`src/rtl/irq_ctl_pkg.sv`:
```
package irq_ctl_pkg;
  // External request pins handled by the sense stage
  localparam int NUM_PINS  = 3;
  // Vector slots are four words apart: address = index << VEC_SHIFT
  localparam int VEC_SHIFT = 2;
endpackage

```
`src/rtl/irq_pin_sense.sv`:
```
module irq_pin_sense #(
  parameter int NUM_PINS = 3
) (
  input  logic                clk,
  input  logic                rst,
  input  logic [NUM_PINS-1:0] pin_n,
  input  logic [NUM_PINS-1:0] edge_sel,
  input  logic [NUM_PINS-1:0] clr,
  output logic [NUM_PINS-1:0] pend
);
  logic [NUM_PINS-1:0] prev_q;
  logic [NUM_PINS-1:0] latch_q;

  for (genvar j = 0; j < NUM_PINS; j++) begin : g_pin
    logic fall;
    assign fall = prev_q[j] & ~pin_n[j];

    always_ff @(posedge clk) begin
      if (rst) begin
        prev_q[j]  <= 1'b1;
        latch_q[j] <= 1'b0;
      end else begin
        prev_q[j] <= pin_n[j];
        if (edge_sel[j] && fall)
          latch_q[j] <= 1'b1;
        else if (clr[j] || !edge_sel[j])
          latch_q[j] <= 1'b0;
      end
    end

    assign pend[j] = edge_sel[j] ? latch_q[j] : ~pin_n[j];
  end
endmodule

```
`src/rtl/irq_pick.sv`:
```
module irq_pick #(
  parameter int N     = 12,
  parameter int IDX_W = 4
) (
  input  logic [N-1:0]     cand,
  output logic             found,
  output logic [IDX_W-1:0] idx
);
  always_comb begin
    found = 1'b0;
    idx   = '0;
    for (int i = N - 1; i >= 0; i--) begin
      if (cand[i]) begin
        found = 1'b1;
        idx   = IDX_W'(i);
      end
    end
  end
endmodule

```
`src/rtl/irq_level_stack.sv`:
```
module irq_level_stack #(
  parameter int DEPTH = 12,
  parameter int IDX_W = 4,
  parameter int IDLE  = 12
) (
  input  logic             clk,
  input  logic             rst,
  input  logic             push,
  input  logic [IDX_W-1:0] push_idx,
  input  logic             pop,
  output logic             empty,
  output logic [IDX_W-1:0] top_idx
);
  localparam int CNT_W = $clog2(DEPTH + 1);
  localparam int PTR_W = (DEPTH > 1) ? $clog2(DEPTH) : 1;

  logic [IDX_W-1:0] stk [DEPTH];
  logic [CNT_W-1:0] cnt;
  logic [CNT_W-1:0] cnt_m1;

  assign cnt_m1 = cnt - 1'b1;
  assign empty  = (cnt == '0);

  always_ff @(posedge clk) begin
    if (rst)
      cnt <= '0;
    else if (push)
      cnt <= cnt + 1'b1;
    else if (pop && !empty)
      cnt <= cnt_m1;
  end

  // storage without reset so it maps to plain RAM/registers
  always_ff @(posedge clk) begin
    if (push)
      stk[cnt[PTR_W-1:0]] <= push_idx;
  end

  assign top_idx = empty ? IDX_W'(IDLE) : stk[cnt_m1[PTR_W-1:0]];

  AST_STACK_NO_OVERFLOW: assert property (@(posedge clk) disable iff (rst)
    push |-> (cnt < CNT_W'(DEPTH)));
  AST_PUSH_STRICT_ORDER: assert property (@(posedge clk) disable iff (rst)
    (push && !empty) |-> (push_idx < top_idx));
endmodule

```
`src/rtl/irq_vector_ctl.sv`:
```
module irq_vector_ctl
  import irq_ctl_pkg::*;
#(
  parameter int NUM_INT = 8,
  parameter int ADDR_W  = 14,
  parameter int NUM_SRC = 1 + NUM_PINS + NUM_INT,
  parameter int IDX_W   = $clog2(NUM_SRC + 1)
) (
  input  logic                clk,
  input  logic                rst,
  input  logic                rst_req,
  input  logic [NUM_PINS-1:0] pin_n,
  input  logic [NUM_PINS-1:0] edge_sel,
  input  logic [NUM_INT-1:0]  int_req,
  input  logic [NUM_SRC-2:0]  mask,
  input  logic                nest_mode,
  input  logic                ack,
  input  logic                rti,
  output logic                irq_valid,
  output logic [IDX_W-1:0]    vec_idx,
  output logic [ADDR_W-1:0]   vec_addr
);
  localparam int PIN_BASE = 1;
  localparam int INT_BASE = 1 + NUM_PINS;

  logic [NUM_PINS-1:0] pin_pend;
  logic [NUM_PINS-1:0] pin_clr;
  logic [NUM_SRC-1:0]  pend;
  logic [NUM_SRC-1:0]  cand;
  logic                found;
  logic [IDX_W-1:0]    sel_idx;
  logic                accept;
  logic                pop;
  logic                stk_empty;
  logic [IDX_W-1:0]    top_idx;
  logic [NUM_SRC-2:0]  mask_q;

  assign accept = ack & irq_valid;
  assign pop    = rti & ~accept;

  irq_pin_sense #(.NUM_PINS(NUM_PINS)) u_sense (
    .clk(clk), .rst(rst), .pin_n(pin_n), .edge_sel(edge_sel),
    .clr(pin_clr), .pend(pin_pend)
  );

  // highest-numbered pin gets the best pin priority
  assign pend[0] = rst_req;
  for (genvar j = 0; j < NUM_PINS; j++) begin : g_pin_map
    localparam int SRC = PIN_BASE + (NUM_PINS - 1 - j);
    assign pend[SRC]  = pin_pend[j];
    assign pin_clr[j] = accept && (vec_idx == IDX_W'(SRC));
  end
  for (genvar k = 0; k < NUM_INT; k++) begin : g_int_map
    assign pend[INT_BASE + k] = int_req[k];
  end

  // eligibility: reset bypasses mask and mode gate
  assign cand[0] = pend[0] && (top_idx != '0);
  for (genvar i = 1; i < NUM_SRC; i++) begin : g_elig
    logic gate;
    assign gate    = nest_mode ? (IDX_W'(i) < top_idx) : stk_empty;
    assign cand[i] = pend[i] && mask[i-1] && gate;
  end

  irq_pick #(.N(NUM_SRC), .IDX_W(IDX_W)) u_pick (
    .cand(cand), .found(found), .idx(sel_idx)
  );

  irq_level_stack #(.DEPTH(NUM_SRC), .IDX_W(IDX_W), .IDLE(NUM_SRC)) u_stack (
    .clk(clk), .rst(rst), .push(accept), .push_idx(vec_idx), .pop(pop),
    .empty(stk_empty), .top_idx(top_idx)
  );

  always_ff @(posedge clk) begin
    if (rst) begin
      irq_valid <= 1'b0;
      vec_idx   <= '0;
      vec_addr  <= '0;
      mask_q    <= '0;
    end else begin
      irq_valid <= found && !ack && !rti;
      vec_idx   <= sel_idx;
      vec_addr  <= ADDR_W'(sel_idx) << VEC_SHIFT;
      mask_q    <= mask;
    end
  end

  AST_DROP_AFTER_ACK: assert property (@(posedge clk) disable iff (rst)
    (ack && irq_valid) |=> !irq_valid);
  AST_MASK_HONOURED: assert property (@(posedge clk) disable iff (rst)
    (irq_valid && vec_idx != '0) |-> mask_q[vec_idx - 1'b1]);
endmodule

```
`config.mk`:
```
export PLATFORM = sky130hd
export DESIGN_NAME = irq_vector_ctl
export DESIGN_NICKNAME = d
export VERILOG_FILES = /design/src/rtl/irq_ctl_pkg.sv /design/src/rtl/irq_pin_sense.sv /design/src/rtl/irq_pick.sv /design/src/rtl/irq_level_stack.sv /design/src/rtl/irq_vector_ctl.sv
export SDC_FILE = /design/constraint.sdc
export NUM_CORES = 1
export LEC_CHECK = 0
export ABC_CLOCK_PERIOD_IN_PS = 9800
export BUFFER_PORTS_ARGS = -buffer_cell sky130_fd_sc_hd__buf_2
export CORE_AREA = 4 4 62 120
export DETAILED_ROUTE_END_ITERATION = 16
export DIE_AREA = 0 0 66 124
export PLACE_DENSITY = 0.7
export SETUP_SLACK_MARGIN = 0.05
export SYNTH_ARGS = -nofsm -noshare
export SYNTH_HDL_FRONTEND = slang
export SYNTH_SLANG_ARGS = --single-unit
```
`constraint.sdc`:
```
create_clock -name clk -period 9.8 [get_ports clk]
set_clock_uncertainty 0.15 [all_clocks]
set_input_delay 1.96 -clock clk [delete_from_list [all_inputs] [get_ports clk]]
set_output_delay 1.96 -clock clk [all_outputs]
set_load 0.005 [all_outputs]
```
**Yosys cells after proc, flatten, opt, wreduce, memory -nomap -nowiden**

Memory sizes are Yosys's and may differ from the RTL's.
Cells that the tools add are included.

- Register bits: 25
- Memory bits (writable): 48
- Input port bits: 31
- Output and inout bits: 19
- Word-level logic and storage cells: 132
- Memories kept: 1

- Add/sub/neg operators: 2
- $lt $le $gt $ge: 11
- Equal/unequal tests: 3
- Muxes and demuxes: 49
- Bitwise operators: 9
- Reduce and logical (&&, ||, !) cells: 47

Memory list:

| memory | words | bits a word | rd ports | clocked after memory_dff | write ports | line | RTL |
|---|---|---|---|---|---|---|---|
| u_stack.stk | 12 | 4 | 1 | 0 | 1 | irq_level_stack.sv:17 | `logic [IDX_W-1:0] stk [DEPTH];` |

Operators by type and width:

| operator | number |
|---|---|
| 4-bit 2-to-1 mux | 15 |
| 1-bit 2-to-1 mux | 34 |
| 1-bit logical AND | 32 |
| 3-bit by 4-bit less-than comparator with 1-bit output, first input constant | 4 |
| 4-bit less-than comparator, first input constant | 4 |
| 4-bit by 2-bit == test with 1-bit output, second input constant | 2 |
| 2-bit by 4-bit less-than comparator with 1-bit output, first input constant | 2 |
| 2-bit nonzero test | 4 |
| 1-bit zero test | 6 |
| 1-bit AND | 5 |
| 4-bit by 1-bit adder with 4-bit output, second input constant | 1 |
| 4-bit by 1-bit == test with 1-bit output, second input constant | 1 |
| 4-bit zero test | 1 |
| 1-bit by 4-bit less-than comparator with 1-bit output, first input constant | 1 |
| 1-bit inverter | 4 |
| 4-bit nonzero test | 1 |
| 4-bit by 1-bit subtractor with 4-bit output, second input constant | 1 |
| 1-bit logical OR | 3 |

**Depth between registers and ports, before layout**

Gate-level depths: netlist of run 1.
An unclocked memory read counts as a cell.

- Depth in word-level cells: 20
- Mapped depth: 14

**Modules after synthesis**

Synthesis of run 1 repeated with hierarchy kept, for this count alone.

- Cell total of the unflattened synthesis: 255
- Area total of the unflattened synthesis: 3,204.3 um2

Modules (own cells, without submodules):

| module | times used | cells each | area an instance (um2) | seq. area each (um2) |
|---|---|---|---|---|
| irq_level_stack | 1 | 139 | 2,313.5 | 1,521.5 |
| irq_vector_ctl | 1 | 67 | 476.7 | 100.1 |
| irq_pin_sense | 1 | 27 | 285.3 | 120.1 |
| irq_pick | 1 | 22 | 128.9 | 0.0 |

**Worst setup path before layout of run 1**

Ideal clock, no wire load.

- Path kind: register to register
- Start point: register u_stack.cnt[0]
- End point: register vec_addr[2]
- Setup time: 75 ps
- Arrival: 3,218 ps
- Data required time: 9,575 ps
- Setup slack: 6,357 ps
- Cell stages (with the launch flop): 13
- Cell sequence: dfxtp_1 -> buf_6 -> buf_6 -> inv_1 -> ha_1 -> xnor2_1 -> mux4_2 -> mux2_2 -> a21o_1 -> o41a_1 -> or2_1 -> a211o_1 -> o22ai_1

- Longest elaborated chain between the ends: 18
- Elaborated cells between the ends (all ways): 51
- Those cells by class: add/sub (1); order compare (11); mux (24); reduce/logical (14); memory (1)

RTL lines:

| element | line | RTL |
|---|---|---|
| start: declaration | irq_level_stack.sv:18 | `logic [CNT_W-1:0] cnt;` |
| start signal: assignment | irq_level_stack.sv:28 | `cnt <= cnt + 1'b1;` |
| start signal: assignment | irq_level_stack.sv:30 | `cnt <= cnt_m1;` |
| 4-bit by 1-bit subtractor with 4-bit output | irq_level_stack.sv:21 | `assign cnt_m1 = cnt - 1'b1;` |
| memory 12 x 4 bit | - |  |
| 4-bit 2-to-1 mux | irq_level_stack.sv:39 | `assign top_idx = empty ? IDX_W'(IDLE) : stk[cnt_m1[PTR_W-1:0]];` |
| 4-bit less-than comparator | irq_vector_ctl.sv:61 | `assign gate = nest_mode ? (IDX_W'(i) < top_idx) : stk_empty;` |
| 1-bit 2-to-1 mux | irq_vector_ctl.sv:61 |  |
| 1-bit logical AND | irq_vector_ctl.sv:62 | `assign cand[i] = pend[i] && mask[i-1] && gate;` |
| 4-bit 2-to-1 mux (11 in series) | irq_pick.sv:13 | `if (cand[i]) begin` |
| 4-bit 2-to-1 mux (*) | irq_pick.sv:13 |  |
| end signal: assignment | irq_vector_ctl.sv:83 | `vec_addr <= ADDR_W'(sel_idx) << VEC_SHIFT;` |
| end: declaration | irq_vector_ctl.sv:21 | `output logic [ADDR_W-1:0] vec_addr` |

Every way passes the cells marked *; elsewhere a longest branch is shown, timed or not.
A chain may end at the register's enable or synchronous reset.

**Worst setup path after layout of run 1**

- Start point: register u_stack.cnt[0]
- End point: register vec_addr[5]

The elaborated chain is that of the path after synthesis.

==> summary.txt, run 1 <==
Synth
  – Synthesized area: 0.00318 mm²
  – Top_reg_cell synth: edfxtp_1
  – Synth Area in Adders: ~2.0%
  – Synth Area in Compound Gates: about 10%
  – Post-Synth Simple-Gate Area: 14.7%
  – YS warnings: 0
  – Mux cell area share after synthesis: 11.0%
  – Syn Inst Count: ~260
  – Yosys reg bits: 63
  – Mean Syn Cell Area: between 10 and 15 µm²
  – Post-Synth XOR/XNOR Area: about 1.1%
  – Post-synth cell types: 52
  – Number of flops mapped to enable cells by yosys: 48
  – Register area share after synthesis: between 50% and 60%
  – Main combinational cell family by area after synthesis: simple AND/OR/NAND/NOR gates
  – Async SR Flop Fraction: 0%

Pwr
  – Max IR drop VDD: between 0.1 and 0.15 mV
  – Pwr/cell area: between 300 and 400 mW/mm²
  – P_leak: 1.41 nW

Place
  – PortBufs: 39
  – DP Area: 0.00335 mm²
  – Final Wtd Congestion: about 0.9
  – Post-DP HPWL: 5480 µm

Cells and area
  – Antenna cells: 0
  – FF+latch area: 0.00174 mm²
  – Footprint of the multi-input gates: 0.00128 mm²
  – Commonest non-fill, non-tap cell in the layout: edfxtp_1
  – Layout fillers: roughly 560
  – Most frequent cells in the layout: 48 x edfxtp_1, 39 x buf_2, 27 x nand2_1
  – Fin area: 0.00366 mm²
  – Synthesis-to-layout area growth: 15.1%
  – Fraction of layout cells with a size suffix above 1: about a quarter
  – Nets: 330

Die
  – Die Area: between 0.008 and 0.009 mm²
  – Core Area: between 0.006 and 0.007 mm²
  – IO Count: 50
  – Chip height: 124 µm
  – Row cnt: 42
  – Initial core utilization: slightly below 50%
  – Die X: 66 µm

Setup path
  – CP cell instances: buf_4 -> inv_1 -> ha_1 -> mux4_2 -> mux2_2 -> a21oi_1 -> o21ai_0 -> a211o_1 -> nor3_1 -> and4bb_1
  – Crit-path max cell delay: between 0.8 and 0.9 ns
  – CP Launch Point: u_stack.cnt[0]
  – Internal reg-to-reg setup slack: between 5 and 6 ns
  – CP top delay family: compound AO/OA/AOI/OAI gates
  – Slowest-stage cell, CP: ha_1
  – WS Path Type: flip-flop to flip-flop
  – Crit path capture type: flip-flop
  – Worst Setup Start Kind: flip-flop
  – WP data required: ~9.9 ns
  – Worst r2r src: u_stack.cnt[0]
  – WP buf/inv: 2
  – CP arrival: around 4.3 ns
  – Worst-path maximum fanout: 18

Status
  – Status: finished clean

Global route
  – Initial antenna violation count: 0
  – Largest net degree at the start of global routing: 19
  – Vias in the first global route: 2127
  – Grt ovf: 0
  – First-pass GRT wire length: 10900 µm
  – Total GRT Usage: around a fifth

Run
  – MaxCap Viol Count: 0

Detailed routing
  – Vias: 2152
  – Antenna Nets Post-Route: 0
  – Final wirelength: ~7300 µm
  – Detailed-route DRC error count: 0
  – Drt pass-1 iters: 4
  – Initial detailed-routing violation count: roughly 150
  – Vias per cell: between 5 and 6
  – WL/cell: about 19 µm

Clock tree
  – Number of setup buffers added after CTS: 0
  – Cts repair resizes: 0
  – CTS buffer count: 9
  – Max clock buf depth: 2
  – Post-CTS Hold Buffers: 0
  – CTS tree: yes
  – CTS H-tree depth: 3
  – Clock Sinks: 63
  – Clk slew on worst S/H paths: 0.05 ns
  – Clock root cell: clkbuf_16
  – Clock Latency Late Sink: 0.33 ns

Timing
  – Fin Setup TNS: 0 ns
  – Final worst path period share: between 40% and 50%
  – Final Hold Viols: 0
  – F_max: roughly 0.24 GHz
  – Max-slew violations: 0
  – Min cycle time layout: between 4 and 5 ns
  – Worst relative slew slack: between 40% and 50%
  – Measured slew at the worst slew-check pin: 0.830 ns
  – Final setup viols: 0
  – RSZ-0062 raised after global routing: no

Min path
  – Hold Startpoint: u_sense.latch_q[0]
  – Min-Delay Path Class: flip-flop to flip-flop
-- through the flow --
| step | setup WS (ns) | std cells | util [%] | hold slack (ns) | total power [W] |
|---|---|---|---|---|---|
| after floorplan | 6.36 | 267 | - | 0.348 | 0.000748 |
| after global placement | 5.81 | 371 | 50.9 | 0.358 | 0.000822 |
| after detailed placement | 5.67 | 371 | 50.9 | 0.371 | 0.000830 |
| after CTS | 5.65 | 387 | 55.7 | 0.386 | 0.00117 |
| after global routing | 5.34 | 387 | 55.7 | 0.434 | 0.00122 |
| final | 5.65 | 387 | 55.7 | 0.381 | 0.00116 |
-- Yosys cell counts (all sizes together) (2+ instances only) --
cell type	instances	area share (%)
ha	5	2.0
nor2	13	1.5
and3b	2	0.55
mux2i	8	2.5
and2	11	2.2
nand2	27	3.2
or2	4	0.79
a211oi	2	0.63
a21o	3	0.71
nand3	6	0.94
or4	2	0.47
o21a	2	0.47
mux4	11	7.8
a31oi	6	1.2
xnor2	4	1.1
clkbuf	2	0.24
o22ai	2	0.39
a21oi	9	1.4
nor3b	3	0.71
a211o	3	0.87
mux2	2	0.71
and4bb	2	0.79
edfxtp	48	45
buf	22	5.4
dfxtp	15	9.4
nor3	3	0.47
and3	6	1.2
nor2b	2	0.39
inv	4	0.47
o21ai	14	2.2
-- final cells by class --
cell class                      instances  area share [%]
Clock buffer                           10            6.26
Clock inverter                          6            2.32
Inverter                                4           0.410
Multi-Input combinational cell        176            34.9
Sequential cell                        63            47.6
Tap cell                               88            3.01
Timing Repair Buffer                   40            5.54
-- sequential cells by signal (all words and copies together), names as in the netlist --
signal / flops
vec_addr: 4
u_stack.cnt: 4
u_sense.prev_q: 3
u_sense.latch_q: 3
irq_valid: 1
u_stack.stk: 48
-- where the power goes --
| group | internal (W) | total, W | switching [W] |
|---|---|---|---|
| logic | 0.000209 | 0.000481 | 0.000272 |
| registers | 0.000316 | 0.000351 | 0.0000345 |
| clock network | 0.000221 | 0.000331 | 0.000110 |
| total | 0.000747 | 0.00116 | 0.000416 |
-- metal layers --
metal  GRT usage, %  part of all wire (%)  vias to the layer above
met1           17.5                    34                     1030
met3           4.06                   5.6                       20
li1               -                     -                     1012
met5              0                     0                        -
met4           10.8                   4.2                        0
met2           35.7                    56                       90
-- worst reg2reg max path, stage by stage, from the launching register on --
cell	delay, ns
dfxtp_1	0.30
buf_4	0.26
inv_1	0.15
ha_1	0.86
mux4_2	0.59
mux2_2	0.31
a21oi_1	0.44
o21ai_0	0.26
a211o_1	0.35
nor3_1	0.21
and4bb_1	0.22
-- path summary, 6_finish.rpt --
check        depth (start not counted)                  to
min                                  2  u_sense.latch_q[0]
min reg2reg                          2  u_sense.latch_q[0]
max reg2reg                         10         vec_addr[5]
max                                 10         vec_addr[5]
-- cell families (layout without fill, tap and decap cells) --
logic type | Yosys count | count (layout)
adders and majority gates | 5 | 5
buffers and inverters | 28 | 60
xor gates and xnor gates | 4 | 4
AOI/OAI and AO/OA | 49 | 49
and+or+nand+nor | 87 | 87
DFF | 63 | 63
muxes | 21 | 21
other | 1 | 10
No activity file was read; power rests on OpenSTA's default activity.
==> run 2, diff against run 1 <==
--- a/config.mk
+++ b/config.mk
@@ -5,12 +5,12 @@
 export SDC_FILE = /design/constraint.sdc
 export NUM_CORES = 1
 export LEC_CHECK = 0
-export ABC_CLOCK_PERIOD_IN_PS = 9800
+export ABC_CLOCK_PERIOD_IN_PS = 3650
 export BUFFER_PORTS_ARGS = -buffer_cell sky130_fd_sc_hd__buf_2
 export CORE_AREA = 4 4 62 120
 export DETAILED_ROUTE_END_ITERATION = 16
 export DIE_AREA = 0 0 66 124
-export PLACE_DENSITY = 0.7
+export PLACE_DENSITY = 0.73
 export SETUP_SLACK_MARGIN = 0.05
 export SYNTH_ARGS = -nofsm -noshare
 export SYNTH_HDL_FRONTEND = slang
==> constraint.sdc (replaced) <==
create_clock -name clk -period 3.65 [get_ports clk]
set_clock_uncertainty 0.15 [all_clocks]
set_input_delay 0.73 -clock clk [delete_from_list [all_inputs] [get_ports clk]]
set_output_delay 0.73 -clock clk [all_outputs]
set_load 0.005 [all_outputs]
==> summary.txt, run 2 (synthesized netlist as in run 1, its figures left out) <==
Pwr
  – Clock power share: about 27%
  – Net Sw Frac: 35.7%
  – Internal power contribution: approximately 0.0021 W
  – Flop pwr share: about 30%
  – Max IR drop VDD: around 0.32 mV
  – Sw Pwr: about 0.0011 W
  – Pwr/cell area: just under 900 mW/mm²
  – Comb power frac: 43.4%
  – Pwr Total: around 0.0032 W
  – P_leak: approximately 1.4 nW

Global route
  – Largest net degree at the start of global routing: 18
  – Total GRT Usage: between 10% and 20%
  – First-pass GRT wire length: between 10000 and 15000 µm
  – M3 GR Usage: roughly 3.5%
  – Vias in the first global route: between 2k and 2.5k
  – GRT met1 Usage: roughly 18%
  – Grt met2 use: a little over a third
  – Grt ovf: 0
  – Initial antenna violation count: 0
  – GR peak layer: met2

Place
  – Final Wtd Congestion: 0.924
  – PortBufs: 39
  – Inst Count DP: roughly 380
  – Post-DP HPWL: 5660 µm

Setup path
  – CP endpoint: vec_addr[5]
  – Crit path capture type: flip-flop
  – CP arrival: 3.51 ns
  – Reg-to-reg endpoint: vec_addr[5]
  – Worst-path maximum fanout: 9
  – Internal reg-to-reg setup slack: about 0.26 ns
  – CP Launch Point: u_stack.cnt[1]
  – Worst reg-to-reg path cell count: 11
  – WP data required: between 3 and 4 ns
  – WS Path Type: flip-flop to flip-flop
  – Worst r2r src: u_stack.cnt[1]
  – Worst Setup Start Kind: flip-flop

Detailed routing
  – Initial detailed-routing violation count: 140
  – WL/cell: between 15 and 20 µm
  – Vias: around 2.2k
  – Vias per cell: about 5.6
  – Final wirelength: ~7500 µm
  – Drt pass-1 iters: 6
  – Antenna Nets Post-Route: 0
  – Detailed-route DRC error count: 0

Min path
  – Hold Startpoint: u_sense.latch_q[0]
  – Min-Delay Path Class: flip-flop to flip-flop

Clock tree
  – Clock Sinks: 63
  – Post-CTS Hold Buffers: 0
  – Clk slew on worst S/H paths: around 0.05 ns
  – CTS H-tree depth: 3
  – Number of setup buffers added after CTS: 0
  – Clock root cell: clkbuf_16
  – CTS tree: yes
  – CTS buffer count: 9
  – Max clock buf depth: 2
  – Clock Latency Late Sink: approximately 0.33 ns

Die
  – Die X: ~66 µm
  – Initial core utilization: just under 50%
  – Chip height: roughly 120 µm
  – Die Area: between 0.008 and 0.009 mm²
  – Row cnt: 42
  – IO Count: 50
  – Core Area: 0.00657 mm²

Cells and area
  – Commonest non-fill, non-tap cell in the layout: edfxtp_1
  – Most frequent cells in the layout: 48 x edfxtp_1, 39 x buf_2, 27 x nand2_1
  – Max FFs per register: between 40 and 50
  – Fin cells: a little under 400
  – Nets: ~330
  – Synthesis-to-layout area growth: 16.2%
  – Fraction of layout cells with a size suffix above 1: a little over a quarter
  – Antenna cells: 0

Timing
  – F_max: approximately 0.29 GHz
  – Fin Setup TNS: 0 ns
  – RSZ-0062 raised after global routing: no
  – Max-slew violations: 0
  – Worst relative slew slack: between 50% and 60%
  – Final setup viols: 0
  – Final worst path period share: between 90 and 100%
  – Final Hold Viols: 0
  – Measured slew at the worst slew-check pin: between 0.7 and 0.8 ns
  – Hold Slack: roughly 0.38 ns
  – Min cycle time layout: between 3 and 4 ns

Run
  – MaxCap Viol Count: 0

Status
  – Status: finished clean
-- run 2: critical path, cell delays in order, from the launching register on --
cell and delay, ns:
dfxtp_2 0.39, inv_1 0.10, ha_1 0.39, buf_4 0.24, mux2i_1 0.32, nand2_1 0.09, mux4_2 0.50, a31oi_1 0.27
a2bb2oi_1 0.15, a211o_1 0.30, nor3_1 0.19, and4bb_1 0.22
-- run 2: timing repair --
item | CTS | global route
setup endpoints to repair | 0 | 2
hold endpoints to repair | 0 | 0
resized for setup | 0 | 3
-- run 2: worst min path at each step --
| stage | endpoint | slack (ns) | cells past startpoint |
|---|---|---|---|
| 2_1_floorplan | u_sense.latch_q[0] | 0.35 | 2 |
| 3_3_place_gp | u_sense.latch_q[0] | 0.36 | 2 |
| 3_5_place_dp | u_sense.latch_q[0] | 0.38 | 2 |
| 4_1_cts | u_sense.latch_q[0] | 0.39 | 2 |
| 5_1_grt | u_sense.latch_q[0] | 0.42 | 2 |
| 6_report | u_sense.latch_q[0] | 0.38 | 2 |
-- run 2: per-layer routing --
layer / share of wire [%] / vias up / wire length (µm)
li1: - / 1027 / -
met1: 32 / 1024 / 2360
met2: 55 / 109 / 4150
met3: 6.2 / 36 / 468
met4: 6.8 / 0 / 513
met5: 0 / - / 0
-- run 2: layout make-up --
class	count	area, µm²
fill	531	2880
sequential	63	1740
multi-input combinational	176	1290
clock buffer	11	233
timing repair buffer	44	233
tap	88	110
clock inverter	5	72.6
inverter	4	15.0
-- run 2: power groups by stage --
stage | registers [W] | logic (W) | clock network (W)
final | 0.000947 | 0.00139 | 0.000867
after global routing | 0.000956 | 0.00150 | 0.000917
after CTS | 0.000946 | 0.00135 | 0.000879
after detailed placement | 0.000958 | 0.00134 | 0
after global placement | 0.000956 | 0.00133 | 0
after floorplan | 0.000914 | 0.00109 | 0
-- run 2: through the flow --
step                util [%]  setup WS, ns  instance area (µm²)
floorplan                  -         0.207                 3210
global placement        51.4         0.325                 3380
detailed placement      51.4         0.227                 3380
CTS                     56.0         0.195                 3680
global route            56.2        0.0780                 3690
finish                  56.2         0.256                 3690
